--- src/rtl/wbr_pkg.sv ---
// Package: shared state encodings for the odd-byte residual handler.
// Assumes byte lanes are LANE_W bits wide and the bus carries two lanes.
package wbr_pkg;

    typedef enum logic [1:0] {
        SND_IDLE,
        SND_PAIR,   // first byte joins the pending low byte
        SND_LO,     // waiting for the low byte of a word
        SND_HI      // low byte held, waiting for the high byte
    } snd_state_e;

    typedef enum logic [1:0] {
        RCV_IDLE,
        RCV_RES,    // hand the kept byte to memory first
        RCV_LO,     // low byte of the current bus word
        RCV_HI      // high byte of the current bus word
    } rcv_state_e;

    localparam logic DIR_SEND = 1'b0;
    localparam logic DIR_RECV = 1'b1;

endpackage

--- src/rtl/wbr_send_lane.sv ---
// Send lane: packs memory bytes into two-lane bus words.
// The output is combinational from the second byte of a pair, so a word
// leaves in the cycle its high byte arrives. At the start of a move a pending
// residue is joined with the first byte. A chained move keeps its odd tail
// byte and a normal move sends it as a half word.
// Assumes start is only pulsed while idle with a nonzero count, and that
// res_byte stays stable for the whole move.
module wbr_send_lane
    import wbr_pkg::*;
#(
    parameter int LANE_W = 8,
    parameter int CNT_W  = 16
) (
    input  logic                clk,
    input  logic                rst_n,
    input  logic                start,
    input  logic                chain,
    input  logic [CNT_W-1:0]    count,
    input  logic                res_valid,
    input  logic [LANE_W-1:0]   res_byte,
    input  logic                mem_in_valid,
    input  logic [LANE_W-1:0]   mem_in_data,
    output logic                mem_in_ready,
    output logic                bus_out_valid,
    input  logic                bus_out_ready,
    output logic [2*LANE_W-1:0] bus_out_data,
    output logic                bus_out_half,
    output logic                busy,
    output logic                res_set,
    output logic                res_used
);

    snd_state_e          state;
    logic [CNT_W-1:0]    rem;
    logic                chain_q;
    logic [LANE_W-1:0]   lo_q;
    logic                last;
    logic                take;

    assign last = (rem == CNT_W'(1));
    assign take = mem_in_valid && mem_in_ready;
    assign busy = (state != SND_IDLE);

    // Steer the byte lanes and handshakes for the current state.
    always_comb begin
        mem_in_ready  = 1'b0;
        bus_out_valid = 1'b0;
        bus_out_data  = '0;
        bus_out_half  = 1'b0;
        res_set       = 1'b0;
        res_used      = 1'b0;
        case (state)
            SND_PAIR: begin
                bus_out_valid = mem_in_valid;
                bus_out_data  = {mem_in_data, res_byte};
                mem_in_ready  = bus_out_ready;
                res_used      = mem_in_valid && bus_out_ready;
            end
            SND_LO: begin
                if (last && !chain_q) begin
                    bus_out_valid = mem_in_valid;
                    bus_out_data  = {{LANE_W{1'b0}}, mem_in_data};
                    bus_out_half  = 1'b1;
                    mem_in_ready  = bus_out_ready;
                end else begin
                    mem_in_ready  = 1'b1;
                    res_set       = last && chain_q && mem_in_valid;
                end
            end
            SND_HI: begin
                bus_out_valid = mem_in_valid;
                bus_out_data  = {mem_in_data, lo_q};
                mem_in_ready  = bus_out_ready;
            end
            default: ;
        endcase
    end

    // Advance the byte counter and the pairing state.
    always_ff @(posedge clk) begin
        if (!rst_n) begin
            state   <= SND_IDLE;
            rem     <= '0;
            chain_q <= 1'b0;
            lo_q    <= '0;
        end else begin
            case (state)
                SND_IDLE: begin
                    if (start) begin
                        rem     <= count;
                        chain_q <= chain;
                        state   <= res_valid ? SND_PAIR : SND_LO;
                    end
                end
                default: begin
                    if (take) begin
                        rem <= rem - CNT_W'(1);
                        if (state == SND_LO) lo_q <= mem_in_data;
                        if (last)                  state <= SND_IDLE;
                        else if (state == SND_LO)  state <= SND_HI;
                        else                       state <= SND_LO;
                    end
                end
            endcase
        end
    end

    AST_SND_REM_LIVE: assert property (@(posedge clk) disable iff (!rst_n)
        busy |-> rem != '0);
    AST_SND_HALF_NORMAL: assert property (@(posedge clk) disable iff (!rst_n)
        bus_out_valid && bus_out_half |-> !chain_q);
    AST_SND_TAIL_ENDS: assert property (@(posedge clk) disable iff (!rst_n)
        res_set |=> !busy);
    AST_SND_STALL: assert property (@(posedge clk) disable iff (!rst_n)
        bus_out_valid && !bus_out_ready |-> !mem_in_ready);

endmodule

--- src/rtl/wbr_recv_lane.sv ---
// Receive lane: splits two-lane bus words into bytes for memory, low lane
// first. A pending residue byte is handed over before any bus data. When the
// count runs out on a low byte, the word is accepted and its high byte is
// handed to the residue register.
// Assumes start is only pulsed while idle with a nonzero count, and that
// bus_in_data stays stable while bus_in_valid is held.
module wbr_recv_lane
    import wbr_pkg::*;
#(
    parameter int LANE_W = 8,
    parameter int CNT_W  = 16
) (
    input  logic                clk,
    input  logic                rst_n,
    input  logic                start,
    input  logic [CNT_W-1:0]    count,
    input  logic                res_valid,
    input  logic [LANE_W-1:0]   res_byte,
    input  logic                bus_in_valid,
    input  logic [2*LANE_W-1:0] bus_in_data,
    output logic                bus_in_ready,
    output logic                mem_out_valid,
    input  logic                mem_out_ready,
    output logic [LANE_W-1:0]   mem_out_data,
    output logic                busy,
    output logic                res_set
);

    rcv_state_e          state;
    logic [CNT_W-1:0]    rem;
    logic                last;
    logic                take;

    assign last = (rem == CNT_W'(1));
    assign take = mem_out_valid && mem_out_ready;
    assign busy = (state != RCV_IDLE);

    // Pick the byte offered to memory and decide when the bus word is consumed.
    always_comb begin
        mem_out_valid = 1'b0;
        mem_out_data  = '0;
        bus_in_ready  = 1'b0;
        res_set       = 1'b0;
        case (state)
            RCV_RES: begin
                mem_out_valid = 1'b1;
                mem_out_data  = res_byte;
            end
            RCV_LO: begin
                mem_out_valid = bus_in_valid;
                mem_out_data  = bus_in_data[LANE_W-1:0];
                bus_in_ready  = last && mem_out_ready;
                res_set       = last && bus_in_valid && mem_out_ready;
            end
            RCV_HI: begin
                mem_out_valid = bus_in_valid;
                mem_out_data  = bus_in_data[2*LANE_W-1:LANE_W];
                bus_in_ready  = mem_out_ready;
            end
            default: ;
        endcase
    end

    // Advance the byte counter and the lane selection.
    always_ff @(posedge clk) begin
        if (!rst_n) begin
            state <= RCV_IDLE;
            rem   <= '0;
        end else begin
            case (state)
                RCV_IDLE: begin
                    if (start) begin
                        rem   <= count;
                        state <= res_valid ? RCV_RES : RCV_LO;
                    end
                end
                default: begin
                    if (take) begin
                        rem <= rem - CNT_W'(1);
                        if (last)                  state <= RCV_IDLE;
                        else if (state == RCV_LO)  state <= RCV_HI;
                        else                       state <= RCV_LO;
                    end
                end
            endcase
        end
    end

    AST_RCV_REM_LIVE: assert property (@(posedge clk) disable iff (!rst_n)
        busy |-> rem != '0);
    AST_RCV_RES_FIRST: assert property (@(posedge clk) disable iff (!rst_n)
        state == RCV_RES |-> !bus_in_ready);
    AST_RCV_WORD_WITH_BYTE: assert property (@(posedge clk) disable iff (!rst_n)
        bus_in_valid && bus_in_ready |-> mem_out_valid && mem_out_ready);
    AST_RCV_TAIL_ENDS: assert property (@(posedge clk) disable iff (!rst_n)
        res_set |=> !busy);

endmodule

--- src/rtl/wbr_residue_regs.sv ---
// Residue register file: the two pending flags and the held bytes.
// Low half holds the send residue, high half holds the receive residue.
// A set in the same cycle as a clear wins. Clears are pre-gated by the top.
module wbr_residue_regs #(
    parameter int LANE_W = 8
) (
    input  logic                clk,
    input  logic                rst_n,
    input  logic                snd_set,
    input  logic [LANE_W-1:0]   snd_byte,
    input  logic                snd_used,
    input  logic                clr_snd,
    input  logic                rcv_start,
    input  logic                rcv_set,
    input  logic [LANE_W-1:0]   rcv_byte,
    input  logic                clr_rcv,
    output logic                send_flag,
    output logic                recv_flag,
    output logic [2*LANE_W-1:0] hold_word
);

    // Update the send residue: latch on a chained tail, drop on use or clear.
    always_ff @(posedge clk) begin
        if (!rst_n) begin
            send_flag                <= 1'b0;
            hold_word[LANE_W-1:0]    <= '0;
        end else if (snd_set) begin
            send_flag                <= 1'b1;
            hold_word[LANE_W-1:0]    <= snd_byte;
        end else if (clr_snd) begin
            send_flag                <= 1'b0;
            hold_word[LANE_W-1:0]    <= '0;
        end else if (snd_used) begin
            send_flag                <= 1'b0;
        end
    end

    // Update the receive residue: latch on a partial end, drop at the next start.
    always_ff @(posedge clk) begin
        if (!rst_n) begin
            recv_flag                  <= 1'b0;
            hold_word[2*LANE_W-1:LANE_W] <= '0;
        end else if (rcv_set) begin
            recv_flag                  <= 1'b1;
            hold_word[2*LANE_W-1:LANE_W] <= rcv_byte;
        end else if (clr_rcv) begin
            recv_flag                  <= 1'b0;
            hold_word[2*LANE_W-1:LANE_W] <= '0;
        end else if (rcv_start) begin
            recv_flag                  <= 1'b0;
        end
    end

    AST_SND_LATCH: assert property (@(posedge clk) disable iff (!rst_n)
        snd_set |=> send_flag && hold_word[LANE_W-1:0] == $past(snd_byte));
    AST_SND_USED_CLEARS: assert property (@(posedge clk) disable iff (!rst_n)
        snd_used && !snd_set |=> !send_flag);
    AST_RCV_START_CLEARS: assert property (@(posedge clk) disable iff (!rst_n)
        rcv_start && !rcv_set |=> !recv_flag);
    AST_RCV_CLR_DISCARDS: assert property (@(posedge clk) disable iff (!rst_n)
        clr_rcv && !rcv_set |=> hold_word[2*LANE_W-1:LANE_W] == '0);

endmodule

--- src/rtl/wbr_top.sv ---
// Top: odd-byte residual handler between a byte memory path and a two-lane
// bus. It accepts move commands while both lanes are idle, routes them by
// direction, and gates software clears to idle periods.
// Assumes the memory and bus sides follow valid/ready rules.
module wbr_top
    import wbr_pkg::*;
#(
    parameter int LANE_W = 8,
    parameter int CNT_W  = 16,
    localparam int BUS_W = 2 * LANE_W
) (
    input  logic              clk,
    input  logic              rst_n,
    input  logic              cmd_valid,
    output logic              cmd_ready,
    input  logic              cmd_dir,
    input  logic              cmd_chain,
    input  logic [CNT_W-1:0]  cmd_count,
    input  logic              mem_in_valid,
    output logic              mem_in_ready,
    input  logic [LANE_W-1:0] mem_in_data,
    output logic              mem_out_valid,
    input  logic              mem_out_ready,
    output logic [LANE_W-1:0] mem_out_data,
    output logic              bus_out_valid,
    input  logic              bus_out_ready,
    output logic [BUS_W-1:0]  bus_out_data,
    output logic              bus_out_half,
    input  logic              bus_in_valid,
    output logic              bus_in_ready,
    input  logic [BUS_W-1:0]  bus_in_data,
    input  logic              sw_clr_send,
    input  logic              sw_clr_recv,
    output logic              send_flag,
    output logic              recv_flag,
    output logic [BUS_W-1:0]  hold_word
);

    logic snd_busy, rcv_busy;
    logic snd_start, rcv_start;
    logic snd_set, snd_used, rcv_set;
    logic accept;

    // Take a command only while idle and only with a nonzero count.
    assign cmd_ready = !snd_busy && !rcv_busy;
    assign accept    = cmd_valid && cmd_ready && (cmd_count != '0);
    assign snd_start = accept && (cmd_dir == DIR_SEND);
    assign rcv_start = accept && (cmd_dir == DIR_RECV);

    wbr_send_lane #(.LANE_W(LANE_W), .CNT_W(CNT_W)) u_send (
        .clk           (clk),
        .rst_n         (rst_n),
        .start         (snd_start),
        .chain         (cmd_chain),
        .count         (cmd_count),
        .res_valid     (send_flag),
        .res_byte      (hold_word[LANE_W-1:0]),
        .mem_in_valid  (mem_in_valid),
        .mem_in_data   (mem_in_data),
        .mem_in_ready  (mem_in_ready),
        .bus_out_valid (bus_out_valid),
        .bus_out_ready (bus_out_ready),
        .bus_out_data  (bus_out_data),
        .bus_out_half  (bus_out_half),
        .busy          (snd_busy),
        .res_set       (snd_set),
        .res_used      (snd_used)
    );

    wbr_recv_lane #(.LANE_W(LANE_W), .CNT_W(CNT_W)) u_recv (
        .clk           (clk),
        .rst_n         (rst_n),
        .start         (rcv_start),
        .count         (cmd_count),
        .res_valid     (recv_flag),
        .res_byte      (hold_word[BUS_W-1:LANE_W]),
        .bus_in_valid  (bus_in_valid),
        .bus_in_data   (bus_in_data),
        .bus_in_ready  (bus_in_ready),
        .mem_out_valid (mem_out_valid),
        .mem_out_ready (mem_out_ready),
        .mem_out_data  (mem_out_data),
        .busy          (rcv_busy),
        .res_set       (rcv_set)
    );

    wbr_residue_regs #(.LANE_W(LANE_W)) u_regs (
        .clk       (clk),
        .rst_n     (rst_n),
        .snd_set   (snd_set),
        .snd_byte  (mem_in_data),
        .snd_used  (snd_used),
        .clr_snd   (sw_clr_send && cmd_ready),
        .rcv_start (rcv_start),
        .rcv_set   (rcv_set),
        .rcv_byte  (bus_in_data[BUS_W-1:LANE_W]),
        .clr_rcv   (sw_clr_recv && cmd_ready),
        .send_flag (send_flag),
        .recv_flag (recv_flag),
        .hold_word (hold_word)
    );

    AST_LANES_EXCLUSIVE: assert property (@(posedge clk) disable iff (!rst_n)
        !(snd_busy && rcv_busy));
    AST_ACCEPT_BLOCKS: assert property (@(posedge clk) disable iff (!rst_n)
        accept |=> !cmd_ready);
    AST_BUSY_CLEAR_IGNORED: assert property (@(posedge clk) disable iff (!rst_n)
        sw_clr_send && !cmd_ready && send_flag && !snd_used |=> send_flag);

endmodule

--- config.mk ---
export PLATFORM = sky130hd
export DESIGN_NAME = wbr_top
export DESIGN_NICKNAME = d
export VERILOG_FILES = /design/src/rtl/wbr_pkg.sv /design/src/rtl/wbr_send_lane.sv /design/src/rtl/wbr_recv_lane.sv /design/src/rtl/wbr_residue_regs.sv /design/src/rtl/wbr_top.sv
export SDC_FILE = /design/constraint.sdc
export NUM_CORES = 1
export LEC_CHECK = 0
export ABC_AREA = 1
export BUFFER_PORTS_ARGS = -buffer_cell sky130_fd_sc_hd__buf_4
export CAP_MARGIN = 25
export CORE_ASPECT_RATIO = 0.75
export CORE_UTILIZATION = 25
export DETAILED_ROUTE_END_ITERATION = 8
export PLACE_DENSITY_LB_ADDON = 0.25
export SLEW_MARGIN = 20
export SYNTH_ARGS = -nofsm -noshare
export SYNTH_HDL_FRONTEND = slang
export SYNTH_SLANG_ARGS = --single-unit
--- constraint.sdc ---
create_clock -name clk -period 3.4 [get_ports clk]
set_input_delay 0.68 -clock clk [delete_from_list [all_inputs] [get_ports clk]]
set_output_delay 0.68 -clock clk [all_outputs]
set_load 0.01 [all_outputs]
==> results.yml, run 1 <==
timing:
  fin_ws_ns: 0.647
  final_max_slew_viol_count: 0
  max_slew_margin: 0.487
  tns_ns: 0
  rsz0062_at_grt: "false"
  setup_viol: 0
  period_share: 0.810
  hold_viol: 0
  fin_skew_ns: 0.00842
  worst_pin_slew_ns: 0.769
  period_needed_ns: 2.75
  max_freq_ghz: 0.363
cells_and_area:
  drive_gt1_frac: 0.178
  fin_area_mm2: 0.00532
  syn_to_final_growth_pct: 27.8
  fillers: 1822
  post-route-util: 0.329
  nets: 826
  seqCellArea_mm2: 0.00126
  multi_input_area_mm2: 0.00243
  num_antenna_cells: 0
place:
  dp_hpwl_um: 9820
  io_buffers: 98
  dp_slack_ns: 1.00
  place_area_mm2: 0.00501
  gp_congestion: 0.795
grt:
  grt_pass1_wl_um: 21300
  grt-ovfl-total: 0
  track_usage: 0.159
  antenna_found_initial: 0
  grt_pass1_vias: 3983
  grt_max_degree: 44
pwr:
  p_per_area_mw_per_mm2: 846
  power.total_w: 0.00450
  vdd_drop_max_mv: 0.349
  p_leak_nw: 2.48
critical_path:
  cp-end-kind: "output port"
  r2r_end: "u_recv.rem[3]$_SDFFE_PN0P_"
  r2r_cells: 9
  path_max_fanout: 5
  timing.rr.start: "u_recv.state[1]$_SDFFE_PN0P_"
  arrival_ns: 2.07
  criticalPathCategory: "reg -> out"
  cp-start-kind: "flip-flop"
  r2r_slack_ns: 1.19
  worstPathRequired_ns: 2.72
die:
  rows: 40
  io_pins: 99
  die_h_um: 114
  core_area_mm2: 0.0162
  initial_core_util: 0.258
  die_area_mm2: 0.0172
  die_w_um: 151
clocking:
  h-tree-depth: 3
  cts_tree: "done"
  holdBufCountCts: 0
  cts-root-buf: "clkbuf_16"
  clkSinkCount: 63
  cts.repair.resized: 0
  clock_path_buffers: 2
  clk_pin_slew_ns: 0.06
  clock_latency_ns: 0.34
  post_cts_buffers: 0
  cts_buffers: 9
logic_synthesis:
  postSynth.asyncResetShare: 0
  synth_nets: 742
  avgSynthCellArea_um2: 6.06
  synth_area_mm2: 0.00416
  synth_edf_count: 0
  synth_seq_cells: 63
  netlist.area_leader.share: 0.303
  syn_inst: 687
  ys_warn_count: 0
  synthTopCellsByArea: "dfxtp_1 (30%), nand2_1 (15%), nand3_1 (9.7%)"
  ys_types: 34
  synthFlopType: "dfxtp_1"
  yosysMostFrequentCell: "nand2_1"
  seq_area_frac_synth: 0.303
  synth_common_cells: "nand2_1 (166), nor2_1 (97), nand3_1 (81), inv_1 (75), a21oi_1 (65)"
  synth_top_cell_by_area: "dfxtp_1"
worst_hold_path:
  hold_path_depth: 2
  worstHoldEndpoint: "u_send.lo_q[4]$_SDFFE_PN0P_"
  hold_path.class: "reg -> reg"
  hold_start: "u_send.lo_q[4]$_SDFFE_PN0P_"
job:
  max-cap-violations: 0
route:
  ant_nets: 0
  drtIter0Drc: 286
  drcViolationCount: 0
  viasPerCell: 4.59
  drt_pass1_iterations: 5
  drt-total-wl_um: 13400
  wl_per_cell_um: 13.6
  vias: 4522
status:
  outcome: "complete, no violations"
[cells by family after synthesis]
group | synth area share
simple gates | 0.393
compound gates | 0.168
buf+inv | 0.114
flops | 0.303
xor+xnor | 0.0105
fa+ha+maj | 0.0120
[cell type report]
class | count | area share
inverter | 82 | 0.0579
timing repair buffer | 100 | 0.141
clock inverter | 6 | 0.0132
sequential | 63 | 0.237
tap | 210 | 0.0494
multi-input combinational | 515 | 0.456
clock buffer | 10 | 0.0449
[where the power goes]
group          internal, W  switching [W]  total, W
combinational     0.000810        0.00158   0.00239
clock             0.000590       0.000367  0.000956
sequential        0.000931       0.000228   0.00116
total              0.00233        0.00217   0.00450
[critical path: stages, from the launching register on]
cell      delay [ns]
dfxtp_1         0.36
nor2_2          0.19
nand2_1         0.10
nor2_1          0.19
nand3_2         0.11
nor2_1          0.39
nand2_1         0.11
o211ai_1        0.13
buf_4           0.16
[layer usage]
layer,track usage,vias up,wire length [um]
met1,0.243,1986,7390
met4,0.0393,0,112
met3,0.0352,11,827
met5,0,-,0
met2,0.219,136,5110
li1,-,2389,-
[cells in the final DEF, fill, tap and decap left out, types with 2 or more instances in the layout]
cell type   count
nor2_4          4
nand3_1        81
xor2_1          3
clkbuf_16       9
nand4_1         7
clkinv_4        2
nor2_1         97
o211ai_1        8
o21ai_0        51
a21oi_1        65
nor2_2          4
and3_1          2
clkinv_1        2
inv_2           5
dfxtp_1        63
nand2_1       166
xnor2_1         2
inv_1          75
nand2_2         4
buf_4         100
ha_1            4
o21ai_1         6
clkinvlp_4      3
[state kept, by name, indices dropped and copies added (netlist names)]
register and count:
u_recv.rem 16, u_send.lo_q 8, u_regs.recv_flag 1, u_send.rem 16, u_regs.send_flag 1, u_recv.state 2, u_regs.hold_word 16, u_send.chain_q 1
u_send.state 2
[through the flow]
stage	hold WS, ns	cells
3_5_place_dp	0.451	970
3_3_place_gp	0.450	970
6_report	0.458	986
2_1_floorplan	0.430	687
5_1_grt	0.476	986
4_1_cts	0.459	986
[worst max path at each step]
stage,startpoint,to,cells past startpoint
5_1_grt,u_recv.state[0]$_SDFFE_PN0P_,mem_out_data[1],5
3_5_place_dp,u_recv.state[1]$_SDFFE_PN0P_,mem_out_data[6],5
6_report,u_send.rem[3]$_SDFFE_PN0P_,bus_out_data[6],8
2_1_floorplan,u_send.rem[1]$_SDFFE_PN0P_,bus_out_data[0],8
3_3_place_gp,u_recv.state[1]$_SDFFE_PN0P_,mem_out_data[2],5
4_1_cts,u_recv.state[1]$_SDFFE_PN0P_,mem_out_data[6],5
(Power assumes the default switching activity.)
==> run 2, diff against run 1 <==
- clock period: 3.4 -> 2.5 ns (I/O delays scaled with it)
==> results.yml, run 2 (synthesis gave the netlist of run 1 again) <==
timing:
  tns_ns: 0
  period_share: 0.921
  max_slew_margin: 0.499
  rsz0062_at_grt: "false"
  worst_pin_slew_ns: 0.750
  fin_skew_ns: 0.00826
  period_needed_ns: 2.30
  holdWs_ns: 0.437
  max_freq_ghz: 0.434
  final_max_slew_viol_count: 0
  setup_viol: 0
  hold_viol: 0
cells_and_area:
  num_antenna_cells: 0
  stdcell_count: 994
  final_cell_mix: "nand2_1 (166), buf_4 (107), nor2_1 (94), nand3_1 (81), inv_1 (75)"
  drive_gt1_frac: 0.190
  nets: 834
  fin_area_mm2: 0.00543
  reg_top3: "u_recv.rem (16), u_regs.hold_word (16), u_send.rem (16)"
  final_common_cell: "nand2_1"
  syn_to_final_growth_pct: 30.5
clocking:
  clock_path_buffers: 2
  cts.repair.resized: 1
  post_cts_buffers: 0
  holdBufCountCts: 0
  clock_latency_ns: 0.34
  cts_tree: "done"
  h-tree-depth: 3
  cts-root-buf: "clkbuf_16"
  clkSinkCount: 63
  cts_buffers: 9
  clk_pin_slew_ns: 0.06
job:
  max-cap-violations: 0
critical_path:
  arrival_ns: 1.80
  cp-start-kind: "flip-flop"
  path_max_fanout: 5
  crit_path_max_incr_delay_ns: 0.36
  criticalPathCategory: "reg -> out"
  cp_common_cell: "nand2_1"
  cp_num_buf_inv: 1
  critical_path.top_delay_family: "simple AND/OR/NAND/NOR gates"
  slowest_stage: "dfxtp_1"
  worstPathCellList: "nor2_2 -> nand2_1 -> nor2_1 -> nand3_2 -> nor2_4 -> nand2_1 -> o211ai_1 -> buf_4"
  cp-end-kind: "output port"
  worstPathRequired_ns: 2.00
grt:
  grt_max_degree: 39
  grt_pass1_vias: 4067
  grt_pass1_wl_um: 21700
  grt-ovfl-total: 0
  track_usage: 0.163
  antenna_found_initial: 0
pwr:
  p_leak_nw: 2.54
  clock_power_share: 0.221
  p_int_w: 0.00334
  swShare: 0.475
  comb_power_share: 0.535
  p_switching_w: 0.00302
  vdd_drop_max_mv: 0.418
  p_per_area_mw_per_mm2: 1170
  seqPwrFrac: 0.244
route:
  ant_nets: 0
  wl_per_cell_um: 13.9
  drt-total-wl_um: 13800
  drcViolationCount: 0
  viasPerCell: 4.68
  drt_pass1_iterations: 5
  drtIter0Drc: 316
  vias: 4652
worst_hold_path:
  hold_path.class: "in -> reg"
die:
  io_pins: 99
  rows: 40
  die_h_um: 114
  die_area_mm2: 0.0172
  core_area_mm2: 0.0162
  die_w_um: 151
  initial_core_util: 0.258
place:
  io_buffers: 98
  gp_congestion: 0.819
  place_inst: 978
  place_area_mm2: 0.00508
  dp_hpwl_um: 10200
status:
  outcome: "complete, no violations"
-- run 2: layer usage --
metal | part of all wire | track usage
met5 | 0 | 0
met4 | 0.0062 | 0.0300
met3 | 0.085 | 0.0424
met2 | 0.39 | 0.226
met1 | 0.52 | 0.248
-- run 2: final timing paths --
path                                     start                           to  slack [ns]  cells after the start
hold reg to reg    u_send.lo_q[1]$_SDFFE_PN0P_  u_send.lo_q[1]$_SDFFE_PN0P_        0.45                      2
setup / recovery    u_send.rem[3]$_SDFFE_PN0P_              bus_out_data[0]        0.20                      8
hold / removal                       cmd_chain  u_send.chain_q$_SDFFE_PN0P_        0.44                      3
setup reg to reg  u_recv.state[0]$_SDFFE_PN0P_   u_recv.rem[4]$_SDFFE_PN0P_        0.53                      8
-- run 2: worst register-to-register path, stage by stage (launching register included) --
cell and delay [ns]:
dfxtp_1 0.67, nor2_4 0.06, buf_4 0.22, inv_1 0.44, nand3_1 0.13, o21ai_0 0.11
nand2_1 0.07, o21ai_0 0.08, nor2_1 0.06
-- run 2: cell type report --
class / count / area (um2)
clock buffer: 10 / 239
clock inverter: 6 / 92.6
fill: 1778 / 10700
inverter: 82 / 308
multi-input combinational: 515 / 2450
sequential: 63 / 1260
tap: 210 / 263
timing repair buffer: 108 / 823
-- run 2: per-stage QoR --
stage	total power [W]	setup slack (ns)	utilization
6_report	0.00636	0.198	0.336
5_1_grt	0.00697	0.0363	0.336
4_1_cts	0.00635	0.0600	0.335
3_5_place_dp	0.00493	0.360	0.314
3_3_place_gp	0.00496	0.395	0.314
2_1_floorplan	0.00401	0.695	-
-- run 2: power groups by stage --
stage / combinational [W] / sequential [W] / clock (W)
global route: 0.00390 / 0.00159 / 0.00147
floorplan: 0.00253 / 0.00148 / 0
finish: 0.00340 / 0.00155 / 0.00141
CTS: 0.00338 / 0.00155 / 0.00142
detailed placement: 0.00336 / 0.00156 / 0
global placement: 0.00339 / 0.00156 / 0
==> run 3, diff against run 2 <==
- CTS_BUF_LIST: unset -> sky130_fd_sc_hd__clkbuf_16
==> results.yml, run 3 (synthesis gave the netlist of run 1 again) <==
grt:
  antenna_found_initial: 0
  grt_pass1_wl_um: 21700
  grt_pass1_vias: 4067
  grt-ovfl-total: 0
  track_usage: 0.163
  grt_max_degree: 39
route:
  vias: 4652
  drt_pass1_iterations: 5
  drtIter0Drc: 316
  drt-total-wl_um: 13800
  ant_nets: 0
  wl_per_cell_um: 13.9
  viasPerCell: 4.68
  drcViolationCount: 0
cells_and_area:
  syn_to_final_growth_pct: 30.3
  post-route-util: 0.335
  multi_input_area_mm2: 0.00245
  seqCellArea_mm2: 0.00126
  drive_gt1_frac: 0.189
  num_antenna_cells: 0
  final_cell_mix: "nand2_1 (166), buf_4 (107), nor2_1 (94), nand3_1 (81), inv_1 (75)"
  reg_top3: "u_recv.rem (16), u_regs.hold_word (16), u_send.rem (16)"
  nets: 834
  fillers: 1780
  final_common_cell: "nand2_1"
die:
  rows: 40
  die_w_um: 151
  die_h_um: 114
  io_pins: 99
  core_area_mm2: 0.0162
  initial_core_util: 0.258
  die_area_mm2: 0.0172
critical_path:
  cp_num_buf_inv: 1
  crit_path_max_incr_delay_ns: 0.36
  critical_path.top_delay_family: "simple AND/OR/NAND/NOR gates"
  cp-end-kind: "output port"
  slowest_stage: "dfxtp_1"
  arrival_ns: 1.80
  cp-start-kind: "flip-flop"
  worstPathRequired_ns: 2.00
  criticalPathCategory: "reg -> out"
  worstPathCellList: "nor2_2 -> nand2_1 -> nor2_1 -> nand3_2 -> nor2_4 -> nand2_1 -> o211ai_1 -> buf_4"
  path_max_fanout: 5
  cp_common_cell: "nand2_1"
timing:
  worst_pin_slew_ns: 0.750
  hold_viol: 0
  period_share: 0.921
  period_needed_ns: 2.30
  max_slew_margin: 0.499
  setup_viol: 0
  max_freq_ghz: 0.434
  fin_skew_ns: 0.00826
  final_max_slew_viol_count: 0
  holdWs_ns: 0.437
  tns_ns: 0
  rsz0062_at_grt: "false"
pwr:
  p_int_w: 0.00331
  p_per_area_mw_per_mm2: 1170
  p_leak_nw: 2.53
  p_switching_w: 0.00302
  seqPwrFrac: 0.245
  vdd_drop_max_mv: 0.418
  clock_power_share: 0.217
  swShare: 0.477
  comb_power_share: 0.538
place:
  io_buffers: 98
  gp_congestion: 0.819
  dp_hpwl_um: 10200
clocking:
  cts-root-buf: "clkbuf_16"
  post_cts_buffers: 0
  cts_tree: "done"
  clock_path_buffers: 2
  clock_latency_ns: 0.34
  h-tree-depth: 3
  clkSinkCount: 63
  holdBufCountCts: 0
  clk_pin_slew_ns: 0.06
  cts_buffers: 9
status:
  outcome: "complete, no violations"
job:
  max-cap-violations: 0
worst_hold_path:
  hold_path.class: "in -> reg"
-- run 3: final cells by class --
class / count / share of cell area
Tap cell: 210 / 0.0485
Inverter: 82 / 0.0568
Timing Repair Buffer: 108 / 0.152
Clock buffer: 9 / 0.0415
Clock inverter: 7 / 0.0178
Multi-Input combinational cell: 515 / 0.451
Sequential cell: 63 / 0.233
-- run 3: per-stage QoR --
| stage | cell area, um2 | total power [W] | cells | setup WS, ns |
|---|---|---|---|---|
| 3_5_place_dp | 5080 | 0.00493 | 978 | 0.360 |
| 4_1_cts | 5410 | 0.00632 | 994 | 0.0600 |
| 5_1_grt | 5420 | 0.00694 | 994 | 0.0363 |
| 6_report | 5420 | 0.00633 | 994 | 0.198 |
| 3_3_place_gp | 5080 | 0.00496 | 978 | 0.395 |
| 2_1_floorplan | 4160 | 0.00401 | 687 | 0.695 |
-- run 3: power groups by stage --
stage          sequential, W  combinational (W)  clock, W
2_1_floorplan        0.00148            0.00253         0
3_3_place_gp         0.00156            0.00339         0
3_5_place_dp         0.00156            0.00336         0
4_1_cts              0.00155            0.00338   0.00139
5_1_grt              0.00159            0.00390   0.00144
6_report             0.00155            0.00341   0.00138
-- run 3: what timing repair did --
action                     4_1_cts  5_1_grt
cloned                           0        0
resized for setup                1        4
pin swaps                        0        0
setup endpoints to repair        2        8
-- run 3: final timing paths --
check,from,endpoint,slack (ns),cells past startpoint
max,u_send.rem[3]$_SDFFE_PN0P_,bus_out_data[0],0.20,8
min,cmd_chain,u_send.chain_q$_SDFFE_PN0P_,0.44,3
max reg2reg,u_recv.state[0]$_SDFFE_PN0P_,u_recv.rem[4]$_SDFFE_PN0P_,0.53,8
min reg2reg,u_send.lo_q[1]$_SDFFE_PN0P_,u_send.lo_q[1]$_SDFFE_PN0P_,0.45,2
-- run 3: per-layer routing --
| metal | vias to the layer above | wire length (um) | track usage |
|---|---|---|---|
| met1 | 2060 | 7120 | 0.248 |
| met5 | - | 0 | 0 |
| met3 | 9 | 1200 | 0.0424 |
| met2 | 169 | 5380 | 0.226 |
| li1 | 2414 | - | - |
| met4 | 0 | 85 | 0.0300 |
-- run 3: worst reg2reg max path, delay by kind of cell (launching register included) --
family | cells | cell delay, ns
AOI/OAI and AO/OA | 2 | 0.19
buffers and inverters | 2 | 0.66
DFF | 1 | 0.67
and+or+nand+nor | 4 | 0.32
